File: config.mk
export PLATFORM = sky130hd
export DESIGN_NAME = flash_status_unit
export DESIGN_NICKNAME = d
export VERILOG_FILES = /design/src/rtl/fsu_pkg.sv /design/src/rtl/fsu_strobe_detect.sv /design/src/rtl/fsu_status_core.sv /design/src/rtl/fsu_snapshot.sv /design/src/rtl/flash_status_unit.sv
export SDC_FILE = /design/constraint.sdc
export NUM_CORES = 1
export LEC_CHECK = 0
export BUFFER_PORTS_ARGS = -buffer_cell sky130_fd_sc_hd__buf_4
export CORE_MARGIN = 2
export CORE_UTILIZATION = 29
export DETAILED_ROUTE_END_ITERATION = 16
export GPL_TIMING_DRIVEN = 0
export PLACE_DENSITY_LB_ADDON = 0.1
export SYNTH_ARGS = -nofsm -noshare
export SYNTH_HDL_FRONTEND = slang
export SYNTH_SLANG_ARGS = --single-unit
File: constraint.sdc
create_clock -name clk -period 2.47 [get_ports clk]
set_input_delay 0.1235 -clock clk [delete_from_list [all_inputs] [get_ports clk]]
set_output_delay 0.1235 -clock clk [all_outputs]
set_load 0.01 [all_outputs]
File: src/rtl/fsu_pkg.sv
// Shared constants for the flash status register unit.
// Assumes an eight-bit status word; bit positions are fixed by the host view.
package fsu_pkg;
    localparam int unsigned ST_W      = 8;
    localparam int unsigned BIT_READY = 7;
    localparam int unsigned BIT_SUSP  = 6;
    localparam int unsigned BIT_EFAIL = 5;
    localparam int unsigned BIT_PFAIL = 4;
    localparam int unsigned BIT_SLEEP = 2;
    localparam logic [ST_W-1:0] ST_RESET = 8'h80;
endpackage

File: src/rtl/fsu_strobe_detect.sv
// Read strobe qualifier: the read is active when every active-low strobe is
// low; the start of a read is the first active sample after an inactive one.
// Assumes the strobes are already synchronous to clk.
module fsu_strobe_detect #(
    parameter int unsigned N_STB = 2
) (
    input  logic             clk,
    input  logic             rst_n,
    input  logic [N_STB-1:0] stb_n,
    output logic             rd_active,
    output logic             rd_begin,
    output logic             rd_was
);
    logic prev_q;

    assign rd_active = ~|stb_n;
    assign rd_begin  = rd_active & ~prev_q;
    assign rd_was    = prev_q;

    // Remember the previous activity sample for edge detection.
    always_ff @(posedge clk) begin
        if (!rst_n) prev_q <= 1'b0;
        else        prev_q <= rd_active;
    end
endmodule

File: src/rtl/fsu_status_core.sv
// Status word state: ready, suspend, failure and sleep bits updated from
// engine event pulses and the clear command. Reserved bits are tied low.
// Assumes events are single-cycle pulses; conflicts resolve in a fixed order.
module fsu_status_core
    import fsu_pkg::*;
(
    input  logic            clk,
    input  logic            rst_n,
    input  logic            evt_start,
    input  logic            evt_done,
    input  logic            evt_prog_fail,
    input  logic            evt_erase_fail,
    input  logic            evt_suspend,
    input  logic            evt_resume,
    input  logic            evt_sleep_enter,
    input  logic            evt_sleep_exit,
    input  logic            clr_status,
    output logic [ST_W-1:0] status,
    output logic            fail_any
);
    logic ready_q, susp_q, efail_q, pfail_q, sleep_q;
    logic ready_d, susp_d, efail_d, pfail_d, sleep_d;
    logic sus_ok, res_ok;

    // Acceptance of suspend and resume depends on the current state.
    always_comb begin
        sus_ok = evt_suspend & ~ready_q & ~susp_q;
        res_ok = evt_resume & susp_q;
    end

    // Next-state for ready and suspend, later lines take priority.
    always_comb begin
        ready_d = ready_q;
        susp_d  = susp_q;
        if (evt_start) ready_d = 1'b0;
        if (evt_done)  ready_d = 1'b1;
        if (sus_ok) begin
            ready_d = 1'b1;
            susp_d  = 1'b1;
        end
        if (res_ok) begin
            ready_d = 1'b0;
            susp_d  = 1'b0;
        end
    end

    // Sticky failure flags: a set in the same cycle beats the clear.
    always_comb begin
        pfail_d = (pfail_q & ~clr_status) | evt_prog_fail;
        efail_d = (efail_q & ~clr_status) | evt_erase_fail;
    end

    // Sleep flag: entry is refused while an erase is suspended.
    always_comb begin
        sleep_d = sleep_q;
        if (evt_sleep_enter && !susp_q) sleep_d = 1'b1;
        if (evt_sleep_exit)             sleep_d = 1'b0;
    end

    // State registers with the documented reset value.
    always_ff @(posedge clk) begin
        if (!rst_n) begin
            ready_q <= ST_RESET[BIT_READY];
            susp_q  <= ST_RESET[BIT_SUSP];
            efail_q <= ST_RESET[BIT_EFAIL];
            pfail_q <= ST_RESET[BIT_PFAIL];
            sleep_q <= ST_RESET[BIT_SLEEP];
        end else begin
            ready_q <= ready_d;
            susp_q  <= susp_d;
            efail_q <= efail_d;
            pfail_q <= pfail_d;
            sleep_q <= sleep_d;
        end
    end

    // Assemble the word; unassigned positions stay 0.
    always_comb begin
        status            = '0;
        status[BIT_READY] = ready_q;
        status[BIT_SUSP]  = susp_q;
        status[BIT_EFAIL] = efail_q;
        status[BIT_PFAIL] = pfail_q;
        status[BIT_SLEEP] = sleep_q;
    end

    assign fail_any = efail_q | pfail_q;
endmodule

File: src/rtl/fsu_snapshot.sv
// Read snapshot and port formatting: captures the status at the start of a
// read and presents it until the read ends, in word or byte format.
// Assumes DATA_W is a multiple of 8 and at least 8.
module fsu_snapshot
    import fsu_pkg::*;
#(
    parameter int unsigned DATA_W = 16
) (
    input  logic              clk,
    input  logic              rst_n,
    input  logic [ST_W-1:0]   status,
    input  logic              rd_active,
    input  logic              rd_begin,
    input  logic              word_mode,
    output logic [DATA_W-1:0] rd_data,
    output logic              rd_on
);
    localparam int unsigned LANES = DATA_W / ST_W;

    logic [ST_W-1:0] snap_q;
    logic            on_q;

    // Freeze the status at the first active sample of a read.
    always_ff @(posedge clk) begin
        if (!rst_n)        snap_q <= '0;
        else if (rd_begin) snap_q <= status;
    end

    // Track whether a read was active at the last edge.
    always_ff @(posedge clk) begin
        if (!rst_n) on_q <= 1'b0;
        else        on_q <= rd_active;
    end

    assign rd_on = on_q;

    // Lane 0 always carries the status byte.
    assign rd_data[ST_W-1:0] = on_q ? snap_q : '0;

    // Upper lanes: zero in word mode, mirrored byte in byte mode.
    for (genvar g = 1; g < LANES; g++) begin : g_lane
        assign rd_data[g*ST_W +: ST_W] = (on_q && !word_mode) ? snap_q : '0;
    end
endmodule

File: src/rtl/flash_status_unit.sv
// Top of the flash status register unit: ties the strobe qualifier, the
// status state and the read snapshot together and exports the error lock.
// Assumes synchronous strobes and single-cycle event pulses.
module flash_status_unit
    import fsu_pkg::*;
#(
    parameter int unsigned DATA_W = 16
) (
    input  logic              clk,
    input  logic              rst_n,
    input  logic              evt_start,
    input  logic              evt_done,
    input  logic              evt_prog_fail,
    input  logic              evt_erase_fail,
    input  logic              evt_suspend,
    input  logic              evt_resume,
    input  logic              evt_sleep_enter,
    input  logic              evt_sleep_exit,
    input  logic              clr_status,
    input  logic              rd_oe_n,
    input  logic              rd_ce_n,
    input  logic              word_mode,
    output logic [DATA_W-1:0] rd_data,
    output logic              err_lock
);
    logic [ST_W-1:0] status_w;
    logic            active_w, begin_w, was_w, on_w, fail_w;

    fsu_strobe_detect #(.N_STB(2)) i_detect (
        .clk       (clk),
        .rst_n     (rst_n),
        .stb_n     ({rd_oe_n, rd_ce_n}),
        .rd_active (active_w),
        .rd_begin  (begin_w),
        .rd_was    (was_w)
    );

    fsu_status_core i_core (
        .clk             (clk),
        .rst_n           (rst_n),
        .evt_start       (evt_start),
        .evt_done        (evt_done),
        .evt_prog_fail   (evt_prog_fail),
        .evt_erase_fail  (evt_erase_fail),
        .evt_suspend     (evt_suspend),
        .evt_resume      (evt_resume),
        .evt_sleep_enter (evt_sleep_enter),
        .evt_sleep_exit  (evt_sleep_exit),
        .clr_status      (clr_status),
        .status          (status_w),
        .fail_any        (fail_w)
    );

    fsu_snapshot #(.DATA_W(DATA_W)) i_snap (
        .clk       (clk),
        .rst_n     (rst_n),
        .status    (status_w),
        .rd_active (active_w),
        .rd_begin  (begin_w),
        .word_mode (word_mode),
        .rd_data   (rd_data),
        .rd_on     (on_w)
    );

    assign err_lock = fail_w;
endmodule

Yosys cells after proc, flatten, opt, wreduce, memory -nomap -nowiden:

Cells that the tools add are included.

* word-level logic and storage cells: 36
* flip-flop bits (word level): 11
* output and inout bits: 17
* bits of input ports: 14

* reductions and logical operators: 9
* mux-type cells: 6
* bitwise logic cells: 14

Operators with widths (number)
* 2-to-1 mux 8 bit: 2
* bitwise AND 1 bit: 6
* OR reduction 2 bit: 3
* inverter 1 bit: 5
* 2-to-1 mux 1 bit: 4
* nonzero test 4 bit: 1
* zero test 1 bit: 3
* bitwise OR 1 bit: 3
* logical AND 1 bit: 2

Longest topological paths before layout:

* depth in word-level cells: 5
* gate-level depth with buffers: 3

Cells and area by module:

A second synthesis with hierarchy kept.

* cell total of the unflattened synthesis: 79
* area, all modules: 779.5 um2

By module, submodules not included
* fsu_snapshot: cells each 44, seq. area each 180.2 um2, area each 452.9 um2, instances 1
* fsu_status_core: cells each 31, seq. area each 100.1 um2, area each 280.3 um2, instances 1
* fsu_strobe_detect: cells each 4, seq. area each 20.0 um2, area each 46.3 um2, instances 1

Worst setup path after synthesis:

No wires, ideal clock.

* path kind: register to output
* start point: register i_snap.on_q, in the netlist i_snap.rd_on
* end point: output rd_data[10]
* path slack: 1.545 ns
* stages on the path, launching flop included: 3
* data arrival time: 0.801 ns
* cell sequence: dfxtp_1 > nor2b_1 > and2_1

* word-level cells in the longest chain between the ends: 2

Ends and longest elaborated chain
* start, declared: line fsu_snapshot.sv:21 `logic on_q;`
* start signal, assigned: line fsu_snapshot.sv:32 `else on_q <= rd_active;`
* logical AND 1 bit: line fsu_snapshot.sv:42 `assign rd_data[g*ST_W +: ST_W] = (on_q && !word_mode) ? snap_q : '0;`
* 2-to-1 mux 8 bit: line fsu_snapshot.sv:42
* end, declared: line flash_status_unit.sv:23 `output logic [DATA_W-1:0] rd_data,`

Every way passes these cells.

Worst setup path after layout:

* start point: register i_snap.on_q, in the netlist i_snap.rd_on
* end point: output rd_data[15]

Same word-level chain as after synthesis.

==> metrics.txt <==
outcome completed; Seq pwr share 51.9%; crit path DAT 1.26 ns; distinct cell type count after synthesis 19; M2 GR Usage 15.9%; final max-slew violation count 0; share of cells above drive strength 1 38.5%; R2R depth 2; met1 GRT Util 13.0%; Clock Latency Late Sink 0.26 ns; internal power 283 uW; hold path cells 2; # diodes 0; initial drt markers 0; switching pwr 86.1 uW; Setup WS pre-CTS 1.36 ns; Gate power share 15.8%; Crit Path Class flop to output pin; GR Layer Usage met3 2.26%; first-pass GRT wire length 1630 um; First-pass DRT Iterations 1; average size of a mapped cell 8.88 um^2; r2r startpoint i_snap.rd_on; Reg2Reg Setup Slack 1.46 ns; clock skew 0.00156 ns; Static Leak 0.000385 uW; Area Overhead vs Synth 48.4%; I/O pin cnt 31; Ys Warns 0; worst-path fanout max 7; most frequent cells in the layout buf_4 (30), dfxtp_1 (11), and2_1 (10), nand2_1 (10), conb_1 (6); CTS Buf Count 3; Worst R2R End i_snap.snap_q[2]; Top Usage Layer GRT met2; total gr overflow 0; die height 47.6 um; final setup fails 0; clock share of power 32.3%; pwr dens 452 nW/um^2; Final Hold Viols 0; Initial Util 31.2%; largest net degree at the start of global routing 11; CP endpoint kind output pin; full die area 2260 um^2; Peak Freq 725 MHz; residual DRC count 0; Reg clk slew, reported paths 0.07 ns; setup ws final 1.09 ns; Routed Antenna Nets 0; Mapped Area 551 um^2; Total Wirelength 1050 um; sw frac 23.3%; H-tree levels 1; placed wire-length estimate 855 um; PortBufs 24; commonest non-fill, non-tap cell in the layout buf_4; setup TNS 0 ns; vias per cell 3.92; Final nets 111; GP Congestion 0.647; Max-cap violations 0; final worst-path cycle share 55.8%; CTS Buffer Depth 2; fill count 200; CTS tree done; Startpoint Class flop; FF+latch count, synth 11; Syn Inst Count 62; CTS root buf clkbuf_4; register area share after synthesis 40.0%; Worst EP required 2.35 ns; worst vdd ir 0.000176 V; Avg WL per Cell 8.67 um; GRT Util Overall 10.3%; HP Class input pin to flop; clk sinks 11; RSZ-0062 raised after global routing false; via count 474; hold_sp rd_oe_n; num rows 15; post-layout minimum cycle time 1.38 ns; initial antenna violation count 0; Worst Hold End i_snap.rd_on; die width 47.6 um; Core Footprint 1760 um^2; vias in the first global route 390
[timing repair]
item / 4_1_cts / 5_1_grt
setup endpoints to repair: 0 / 0
hold buffers: 0 / 1
endpoints found under the hold margin: 0 / 1
gates resized for setup: 0 / 0
setup buffers: 0 / 0
[sequential cells by signal (all words and copies together) (netlist names)]
register / cells
i_core.ready_q: 1
i_core.efail_q: 1
i_core.sleep_q: 1
i_snap.snap_q: 5
i_core.pfail_q: 1
i_snap.rd_on: 1
i_core.susp_q: 1
[metrics by stage]
| step | util (%) | power [uW] | hold WS [ns] | std cells | cell area (um^2) |
|---|---|---|---|---|---|
| 6_report | 46.3 | 369 | 0.0452 | 121 | 817 |
| 5_1_grt | 46.3 | 392 | 0.0343 | 121 | 817 |
| 4_1_cts | 45.7 | 374 | 0.00499 | 120 | 807 |
| 3_5_place_dp | 44.3 | 253 | 0.286 | 116 | 781 |
| 3_3_place_gp | 44.3 | 253 | 0.282 | 116 | 781 |
| 2_1_floorplan | - | 226 | 0.195 | 67 | 569 |
[worst max-delay path by stage]
stage / from / endpoint / slack [ns] / depth (start not counted)
floorplan: i_snap.rd_on / rd_data[10] / 1.55 / 2
global placement: i_snap.rd_on / rd_data[14] / 1.37 / 3
detailed placement: i_snap.rd_on / rd_data[15] / 1.36 / 3
CTS: i_snap.rd_on / rd_data[15] / 1.06 / 3
global route: i_snap.rd_on / rd_data[15] / 0.99 / 3
finish: i_snap.rd_on / rd_data[15] / 1.09 / 3
[routing by layer]
layer | vias up | routed length (um)
li1 | 257 | -
met1 | 191 | 497
met2 | 24 | 430
met3 | 2 | 112
met4 | 0 | 9
met5 | - | 0
[power by group through the flow]
stage          clock [uW]  sequential [uW]  combinational [uW]
5_1_grt               133              193                65.1
3_3_place_gp            0              196                57.3
4_1_cts               124              192                57.6
2_1_floorplan           0              194                32.7
6_report              119              192                58.5
3_5_place_dp            0              196                57.5
[cell usage after synthesis]
master,instances,area [um^2]
nor3_1,1,5.00
and2_1,10,62.6
mux2i_1,5,50.1
nor3b_1,1,7.51
nor3_4,1,16.3
inv_2,1,3.75
a211oi_1,1,7.51
o21a_1,3,22.5
inv_1,1,3.75
nand2b_1,1,6.26
buf_4,6,45.0
o41a_1,1,11.3
or2_2,1,6.26
nor2b_1,5,31.3
conb_1,1,3.75
buf_2,1,5.00
dfxtp_1,11,220
nand2_1,10,37.5
nand3_1,1,5.00
[critical path: stages, from the launching register on]
cell,delay [ns]
dfxtp_1,0.44
nor2b_1,0.28
and2_1,0.17
buf_4,0.11
[final cells by class]
type	count	area [um^2]	area share (%)
Multi-Input combinational cell	47	292	35.7
Sequential cell	11	220	27.0
Timing Repair Buffer	25	190	23.3
Buffer	7	50.0	6.13
Tap cell	25	31.3	3.83
Clock buffer	4	26.3	3.22
Inverter	2	7.51	0.919
[kinds of logic (layout without fill, tap and decap cells)]
group	count (synthesis)	in the layout	share of synthesized area, %
AND/OR/NAND/NOR	31	31	32.3
flip-flops	11	11	40.0
buffers and inverters	9	38	10.5
AO/OA/AOI/OAI	5	5	7.50
multiplexers	5	5	9.09
other	1	6	0.681
Power figures use the tool's default switching activity.
